<file path="config.mk">
export PLATFORM = sky130hd
export DESIGN_NAME = dma_stride_engine
export DESIGN_NICKNAME = d
export VERILOG_FILES = /design/src/rtl/dma_pkg.sv /design/src/rtl/dma_row_len.sv /design/src/rtl/dma_swap.sv /design/src/rtl/dma_seq.sv /design/src/rtl/dma_stride_engine.sv
export SDC_FILE = /design/constraint.sdc
export NUM_CORES = 1
export LEC_CHECK = 0
export BUFFER_PORTS_ARGS = -buffer_cell sky130_fd_sc_hd__buf_4
export CORE_ASPECT_RATIO = 1.2
export CORE_UTILIZATION = 42
export CTS_CLUSTER_DIAMETER = 50
export CTS_CLUSTER_SIZE = 30
export DETAILED_ROUTE_END_ITERATION = 8
export PLACE_DENSITY = 0.79
export SLEW_MARGIN = 20
export SYNTH_ARGS = -nofsm -noshare
export SYNTH_HDL_FRONTEND = slang
export SYNTH_SLANG_ARGS = --single-unit
</file>
<file path="constraint.sdc">
create_clock -name clk_i -period 4.78 [get_ports clk_i]
set_input_delay 0.717 -clock clk_i [delete_from_list [all_inputs] [get_ports clk_i]]
set_output_delay 0.717 -clock clk_i [all_outputs]
set_load 0.03 [all_outputs]
</file>
<file path="src/rtl/dma_pkg.sv">
package dma_pkg;
  localparam int unsigned LEN_W  = 12;
  localparam int unsigned CNT_W  = 8;
  localparam int unsigned SKIP_W = 12;
  localparam int unsigned CMDW   = LEN_W + CNT_W + SKIP_W;

  typedef struct packed {
    logic [SKIP_W-1:0] skip;
    logic [CNT_W-1:0]  rows_m1;
    logic [LEN_W-1:0]  len_m1;
  } len_word_t;

  typedef enum logic {DIR_RD = 1'b0, DIR_WR = 1'b1} dma_dir_e;
endpackage

</file>
<file path="src/rtl/dma_row_len.sv">
module dma_row_len #(
  parameter int unsigned BANK_AW = 12,
  parameter int unsigned LEN_W   = 12,
  localparam int unsigned RL_W   = BANK_AW + 1
) (
  input  logic [LEN_W-1:0]   len_m1_i,
  input  logic [BANK_AW-1:0] bank_off_i,
  output logic [RL_W-1:0]    row_len_o
);
  localparam logic [RL_W:0] BANK_BYTES = (RL_W+1)'(1) << BANK_AW;

  logic [RL_W:0] len_rnd;
  logic [RL_W:0] row_end;
  logic [RL_W:0] room;

  always_comb begin
    len_rnd = ((RL_W+1)'(len_m1_i) + (RL_W+1)'(8)) & ~(RL_W+1)'(7);
    row_end = (RL_W+1)'(bank_off_i) + len_rnd;
    room    = BANK_BYTES - (RL_W+1)'(bank_off_i);
    row_len_o = (row_end > BANK_BYTES) ? room[RL_W-1:0] : len_rnd[RL_W-1:0];
  end
endmodule

</file>
<file path="src/rtl/dma_swap.sv">
module dma_swap #(
  parameter int unsigned DW = 32,
  localparam int unsigned NB = DW / 8
) (
  input  logic          swap_i,
  input  logic [DW-1:0] data_i,
  output logic [DW-1:0] data_o
);
  for (genvar b = 0; b < NB; b++) begin : g_lane
    assign data_o[8*b +: 8] = swap_i ? data_i[8*(NB-1-b) +: 8] : data_i[8*b +: 8];
  end
endmodule

</file>
<file path="src/rtl/dma_seq.sv">
module dma_seq
  import dma_pkg::*;
#(
  parameter int unsigned LOC_AW = 13,
  parameter int unsigned EXT_AW = 23,
  localparam int unsigned BANK_AW = LOC_AW - 1,
  localparam int unsigned RL_W    = BANK_AW + 1,
  localparam int unsigned WRD_W   = RL_W - 2
) (
  input  logic                clk_i,
  input  logic                rst_ni,
  input  logic                cmd_valid_i,
  input  logic                cmd_dir_i,
  input  logic [LOC_AW-1:0]   cmd_loc_addr_i,
  input  logic [EXT_AW-1:0]   cmd_ext_addr_i,
  input  logic [CMDW-1:0]     cmd_len_i,
  input  logic                ext_ack_i,
  input  logic [RL_W-1:0]     row_len_i,
  output logic [LEN_W-1:0]    calc_len_m1_o,
  output logic [BANK_AW-1:0]  calc_off_o,
  output logic                busy_o,
  output logic                dir_o,
  output logic [LOC_AW-1:0]   loc_addr_o,
  output logic [EXT_AW-1:0]   ext_addr_o,
  output logic [LOC_AW-3:0]   loc_word_o,
  output logic [EXT_AW-3:0]   ext_word_o
);
  len_word_t          cfg_q;
  logic               busy_q, dir_q;
  logic [LOC_AW-1:0]  loc_q;
  logic [EXT_AW-1:0]  ext_q;
  logic [RL_W-1:0]    len_q;
  logic [WRD_W-1:0]   word_q;
  logic [CNT_W-1:0]   row_q;

  len_word_t          cmd_w;
  logic [LOC_AW-1:0]  loc_start, loc_nxt;
  logic [EXT_AW-1:0]  ext_start, ext_nxt;
  logic               row_last_word, last_ack, accept;

  assign cmd_w     = len_word_t'(cmd_len_i);
  assign loc_start = {cmd_loc_addr_i[LOC_AW-1:3], 3'b000};
  assign ext_start = {cmd_ext_addr_i[EXT_AW-1:3], 3'b000};
  assign loc_nxt   = loc_q + LOC_AW'(len_q);
  assign ext_nxt   = ext_q + EXT_AW'(len_q) + EXT_AW'(cfg_q.skip);

  assign row_last_word = (word_q == WRD_W'((len_q >> 2) - 1'b1));
  assign last_ack      = busy_q && ext_ack_i && row_last_word && (row_q == cfg_q.rows_m1);
  assign accept        = cmd_valid_i && !busy_q;

  // Row length is computed for the row about to start.
  assign calc_len_m1_o = busy_q ? cfg_q.len_m1 : cmd_w.len_m1;
  assign calc_off_o    = busy_q ? loc_nxt[BANK_AW-1:0] : loc_start[BANK_AW-1:0];

  always_ff @(posedge clk_i or negedge rst_ni) begin
    if (!rst_ni) begin
      cfg_q  <= '0;
      busy_q <= 1'b0;
      dir_q  <= 1'b0;
      loc_q  <= '0;
      ext_q  <= '0;
      len_q  <= '0;
      word_q <= '0;
      row_q  <= '0;
    end else if (accept) begin
      cfg_q  <= cmd_w;
      busy_q <= 1'b1;
      dir_q  <= cmd_dir_i;
      loc_q  <= loc_start;
      ext_q  <= ext_start;
      len_q  <= row_len_i;
      word_q <= '0;
      row_q  <= '0;
    end else if (busy_q && ext_ack_i) begin
      if (row_last_word) begin
        loc_q  <= loc_nxt;
        ext_q  <= ext_nxt;
        word_q <= '0;
        len_q  <= row_len_i;
        row_q  <= row_q + 1'b1;
        if (last_ack) busy_q <= 1'b0;
      end else begin
        word_q <= word_q + 1'b1;
      end
    end
  end

  assign busy_o     = busy_q;
  assign dir_o      = dir_q;
  assign loc_addr_o = loc_q;
  assign ext_addr_o = ext_q;
  assign loc_word_o = loc_q[LOC_AW-1:2] + (LOC_AW-2)'(word_q);
  assign ext_word_o = ext_q[EXT_AW-1:2] + (EXT_AW-2)'(word_q);

  p_row_aligned_r2: assert property (@(posedge clk_i) disable iff (!rst_ni)
    busy_q |-> (len_q[2:0] == 3'b000 && len_q != '0));
  p_row_in_bank_r3: assert property (@(posedge clk_i) disable iff (!rst_ni)
    busy_q |-> ((RL_W+1)'(loc_q[BANK_AW-1:0]) + (RL_W+1)'(len_q) <= ((RL_W+1)'(1) << BANK_AW)));
  p_cmd_ignored_r9: assert property (@(posedge clk_i) disable iff (!rst_ni)
    (busy_q && cmd_valid_i && !last_ack) |=> (busy_q && $stable(dir_q) && $stable(cfg_q)));
  p_addr_stable_r11: assert property (@(posedge clk_i) disable iff (!rst_ni)
    (busy_q && !ext_ack_i) |=> ($stable(ext_word_o) && $stable(loc_word_o)));
endmodule

</file>
<file path="src/rtl/dma_stride_engine.sv">
module dma_stride_engine
  import dma_pkg::*;
#(
  parameter int unsigned LOC_AW = 13,
  parameter int unsigned EXT_AW = 23,
  parameter int unsigned DW     = 32,
  localparam int unsigned BANK_AW = LOC_AW - 1,
  localparam int unsigned RL_W    = BANK_AW + 1,
  localparam int unsigned NB      = DW / 8
) (
  input  logic              clk_i,
  input  logic              rst_ni,
  input  logic              cmd_valid_i,
  input  logic              cmd_dir_i,
  input  logic [LOC_AW-1:0] cmd_loc_addr_i,
  input  logic [EXT_AW-1:0] cmd_ext_addr_i,
  input  logic [CMDW-1:0]   cmd_len_i,
  output logic              busy_o,
  output logic [LOC_AW-1:0] loc_addr_o,
  output logic [EXT_AW-1:0] ext_addr_o,
  output logic              ext_req_o,
  output logic              ext_we_o,
  output logic [NB-1:0]     ext_be_o,
  output logic [EXT_AW-3:0] ext_word_addr_o,
  output logic [DW-1:0]     ext_wdata_o,
  input  logic [DW-1:0]     ext_rdata_i,
  input  logic              ext_ack_i,
  output logic [LOC_AW-3:0] loc_word_addr_o,
  output logic              loc_we_o,
  output logic [DW-1:0]     loc_wdata_o,
  input  logic [DW-1:0]     loc_rdata_i
);
  logic [RL_W-1:0]    row_len;
  logic [LEN_W-1:0]   calc_len_m1;
  logic [BANK_AW-1:0] calc_off;
  logic               busy, dir;
  logic               low_bank;

  dma_row_len #(.BANK_AW(BANK_AW), .LEN_W(LEN_W)) u_row_len (
    .len_m1_i   (calc_len_m1),
    .bank_off_i (calc_off),
    .row_len_o  (row_len)
  );

  dma_seq #(.LOC_AW(LOC_AW), .EXT_AW(EXT_AW)) u_seq (
    .clk_i          (clk_i),
    .rst_ni         (rst_ni),
    .cmd_valid_i    (cmd_valid_i),
    .cmd_dir_i      (cmd_dir_i),
    .cmd_loc_addr_i (cmd_loc_addr_i),
    .cmd_ext_addr_i (cmd_ext_addr_i),
    .cmd_len_i      (cmd_len_i),
    .ext_ack_i      (ext_ack_i),
    .row_len_i      (row_len),
    .calc_len_m1_o  (calc_len_m1),
    .calc_off_o     (calc_off),
    .busy_o         (busy),
    .dir_o          (dir),
    .loc_addr_o     (loc_addr_o),
    .ext_addr_o     (ext_addr_o),
    .loc_word_o     (loc_word_addr_o),
    .ext_word_o     (ext_word_addr_o)
  );

  assign low_bank = !loc_word_addr_o[LOC_AW-3];

  dma_swap #(.DW(DW)) u_swap_wr (
    .swap_i (low_bank),
    .data_i (loc_rdata_i),
    .data_o (ext_wdata_o)
  );

  dma_swap #(.DW(DW)) u_swap_rd (
    .swap_i (low_bank),
    .data_i (ext_rdata_i),
    .data_o (loc_wdata_o)
  );

  assign busy_o    = busy;
  assign ext_req_o = busy;
  assign ext_we_o  = busy && (dir == DIR_WR);
  assign ext_be_o  = {NB{ext_we_o}};
  assign loc_we_o  = busy && (dir == DIR_RD) && ext_ack_i;

  p_loc_we_r7: assert property (@(posedge clk_i) disable iff (!rst_ni)
    loc_we_o |-> (ext_req_o && ext_ack_i && !ext_we_o));
  p_idle_quiet_r10: assert property (@(posedge clk_i) disable iff (!rst_ni)
    !busy_o |-> (!ext_req_o && !loc_we_o));
endmodule

</file>
==> results.yml <==
outcome:
  outcome: "finished, final reports clean"
synth:
  synth_seq_cells: 99
  syn-instance-count: 1047
  syn_area_um2: 8880
  synth_nets: 1261
  yosysWarnings: 0
  synth_edf_count: 0
  yosysSeqAreaShare_pct: 27.9
  synth.distinct_cells: 73
  postSynth.asyncResetShare_pct: 100
  syn_avg_cell_area_um2: 8.48
  ys.flop_type: "dfrtp_1"
worst_setup_path:
  r2r_setup_slack_ns: 0.19
  cp.arrival_ns: 4.81
  reg2reg_from: "u_seq.loc_addr_o[1]"
  r2r_cells: 20
  path_max_fanout: 10
  start_kind: "flop"
  critPathRequiredTime_ns: 5.00
  worstSetupPathType: "flop to flop"
  cp_num_cells: 20
  critical_path_buf_inv_count: 2
  endpoint_kind: "flop"
  cp_common_cell: "xnor2_1"
  worstSetupStartpoint: "u_seq.loc_addr_o[1]"
  crit_end: "u_seq.len_q[9]"
  slowest_stage: "dfrtp_1"
  crit_family: "compound AO/OA/AOI/OAI gates"
  critical-path-max-stage-delay_ns: 0.44
  regToRegEndpoint: "u_seq.len_q[9]"
  path_cells: "ha_1 -> a211oi_2 -> o21bai_1 -> a21oi_2 -> xnor2_1 -> mux2i_1 -> inv_1 -> ha_2 -> o21ai_2 -> o21bai_4 -> a2111oi_4 -> nor3_2 -> xnor2_1 -> xnor2_1 -> nand3_2 -> o311ai_2 -> a211o_1 -> buf_12 -> mux2i_1 -> o21ai_0"
drt:
  drtAntennaViolNets: 0
  drc: 0
  num_vias: 8623
  vias_per_cell: 5.46
  wl_per_cell_um: 17.5
  drt-total-wl_um: 27600
  drt_iter0_drc: 443
  firstDrtPassIters: 4
cts:
  cts_tree: "done"
  cts-buffers-inserted: 9
  root_buffer: "clkbuf_16"
  clock-sinks: 99
  cts_buffer_depth: 2
  insertion_delay_ns: 0.35
  clkTransAtPathRegs_ns: 0.08
  htreeDepth: 3
power:
  power_density_nw_per_um2: 364
  p_leak_nw: 5.82
  ir_worst_vdd_uv: 198
floorplan:
  dieArea_um2: 21700
  die_w_um: 135
  die_y_um: 161
  io_pins: 277
  start_util_pct: 43.4
  rows: 57
  fp.coreArea_um2: 20500
place:
  portBuffers: 267
  place_hpwl_um: 21400
  dpl_cell_area_um2: 11200
  gp_congestion: 0.878
timing:
  setup_viol: 0
  period_needed_ns: 4.59
  worst_slew_pin_slew_ns: 0.897
  tns_ns: 0
  final.period_utilization_pct: 96.0
  slew_violations: 0
  hold_violations: 0
  worst_slew_margin_rel_pct: 40.2
  fin_skew_ns: 0.0172
  max_clock_freq_mhz: 218
finish:
  area_growth_pct: 32.2
  final_cell_mix: "buf_4, nand2_1, dfrtp_1"
  drive_gt1_share_pct: 32.0
  final_common_cell: "buf_4"
  nets: 1521
  nFillCells: 1792
  finalInstanceArea_um2: 11700
global_routing:
  grt_usage_pct: 24.8
  grt_max_degree: 88
  overflow: 0
  grt_pass1_vias: 8407
  antenna_found_initial: 2
  grt_pass1_wl_um: 42300
flow_run:
  max-cap-violations: 0
min_path:
  min_path_type: "input pin to async pin"
==> report_power, final <==
part	total [mW]	switching [mW]	internal, mW
registers	1.07	0.145	0.928
clock network	0.741	0.368	0.373
logic	2.45	1.38	1.07
total	4.27	1.90	2.37
==> worst reg2reg max path: stages (launching register included) <==
cell	delay, ns
dfrtp_1	0.44
ha_1	0.35
a211oi_2	0.24
o21bai_1	0.12
a21oi_2	0.19
xnor2_1	0.10
mux2i_1	0.28
inv_1	0.12
ha_2	0.31
o21ai_2	0.16
o21bai_4	0.11
a2111oi_4	0.36
nor3_2	0.10
xnor2_1	0.15
xnor2_1	0.26
nand3_2	0.18
o311ai_2	0.30
a211o_1	0.22
buf_12	0.16
mux2i_1	0.21
o21ai_0	0.09
==> worst min path at each step <==
stage,startpoint,end,cells after the start
after global routing,rst_ni,u_seq.cfg_q[17],1
after floorplan,rst_ni,u_seq.busy_o,0
after global placement,u_seq.dir_o,u_seq.dir_o,2
after CTS,rst_ni,u_seq.row_q[7],1
final,rst_ni,u_seq.row_q[7],1
after detailed placement,u_seq.cfg_q[16],u_seq.cfg_q[16],2
==> repair_timing <==
item	in CTS	in global routing
cloned	1	0
gates resized for setup	4	36
pin swaps	1	13
buffers inserted	1	4
setup endpoints to repair	15	83
hold buffers	0	0
==> per-stage QoR <==
step | power [mW] | setup slack [ns] | instances | utilization, % | hold WS [ns]
6_report | 4.27 | 0.194 | 1579 | 57.4 | 0.462
5_1_grt | 4.53 | -0.0867 | 1579 | 57.4 | 0.531
4_1_cts | 4.18 | 0.00239 | 1573 | 56.5 | 0.507
3_5_place_dp | 3.41 | -0.0598 | 1555 | 54.8 | 0.487
3_3_place_gp | 3.35 | 0.105 | 1555 | 54.8 | 0.481
2_1_floorplan | 2.63 | 0.0365 | 1047 | - | 0.421
==> per-layer routing <==
metal	share of wire [%]	vias up	routed length, um	GRT usage [%]
met4	5.0	0	1380	13.6
met1	36	4099	9810	26.1
met2	53	288	14700	46.8
li1	-	4172	-	-
met3	6.3	64	1740	3.77
met5	0	-	0	0
==> layout make-up <==
type / instances / area [um2] / share of cell area (%)
multi-input cells: 862 / 6200 / 52.9
flip-flops and latches: 99 / 2480 / 21.1
repair buffers: 296 / 2270 / 19.3
well taps: 265 / 332 / 2.82
clock buffers: 9 / 225 / 1.92
inverters: 39 / 146 / 1.25
clock inverters: 7 / 78.8 / 0.671
diodes: 2 / 5.00 / 0.0426
==> kinds of logic (layout without fill, tap and decap cells) <==
logic type,Yosys count,count (layout),share of synthesized area [%]
DFF,99,99,27.9
buffers and inverters,86,351,4.14
adders and majority gates,78,78,12.4
muxes,86,86,10.7
xor gates and xnor gates,103,103,10.4
other,0,2,0
and+or+nand+nor,391,391,20.1
AOI/OAI and AO/OA,204,204,14.4
==> sequential cells by signal, summed over array words and instances (netlist names) <==
| register | flops |
|---|---|
| u_seq.loc_addr_o | 13 |
| u_seq.busy_o | 1 |
| u_seq.word_q | 11 |
| u_seq.row_q | 8 |
| u_seq.dir_o | 1 |
| u_seq.ext_addr_o | 23 |
| u_seq.len_q | 13 |
| u_seq.cfg_q | 29 |
==> cell usage after synthesis (3+ instances only) <==
library cell,number,area (um2)
buf_2,9,45.0
buf_4,7,52.6
xnor2_1,74,648
nor4_1,8,50.1
o31ai_1,6,45.0
clkbuf_1,24,90.1
a32o_1,3,30.0
dfrtp_1,99,2480
o21ai_0,54,270
o21bai_1,9,67.6
nor3_1,12,60.1
buf_1,6,22.5
o21a_1,6,45.0
inv_1,39,146
xor2_1,27,236
a31oi_1,12,75.1
mux2_2,69,777
nor2_1,81,304
nand2b_1,9,56.3
nor2b_1,9,56.3
a21o_1,15,113
fa_1,17,340
a21boi_0,5,37.5
and2_1,5,31.3
and3_1,13,81.3
or3_1,6,37.5
or2_2,3,18.8
nand3_1,35,175
a211oi_1,7,52.6
a21oi_1,56,280
nand2_1,184,691
nand4_1,10,62.6
o21ai_1,4,20.0
ha_1,60,751
o211ai_1,3,22.5
mux2i_1,17,170
(Power assumes the default switching activity.)
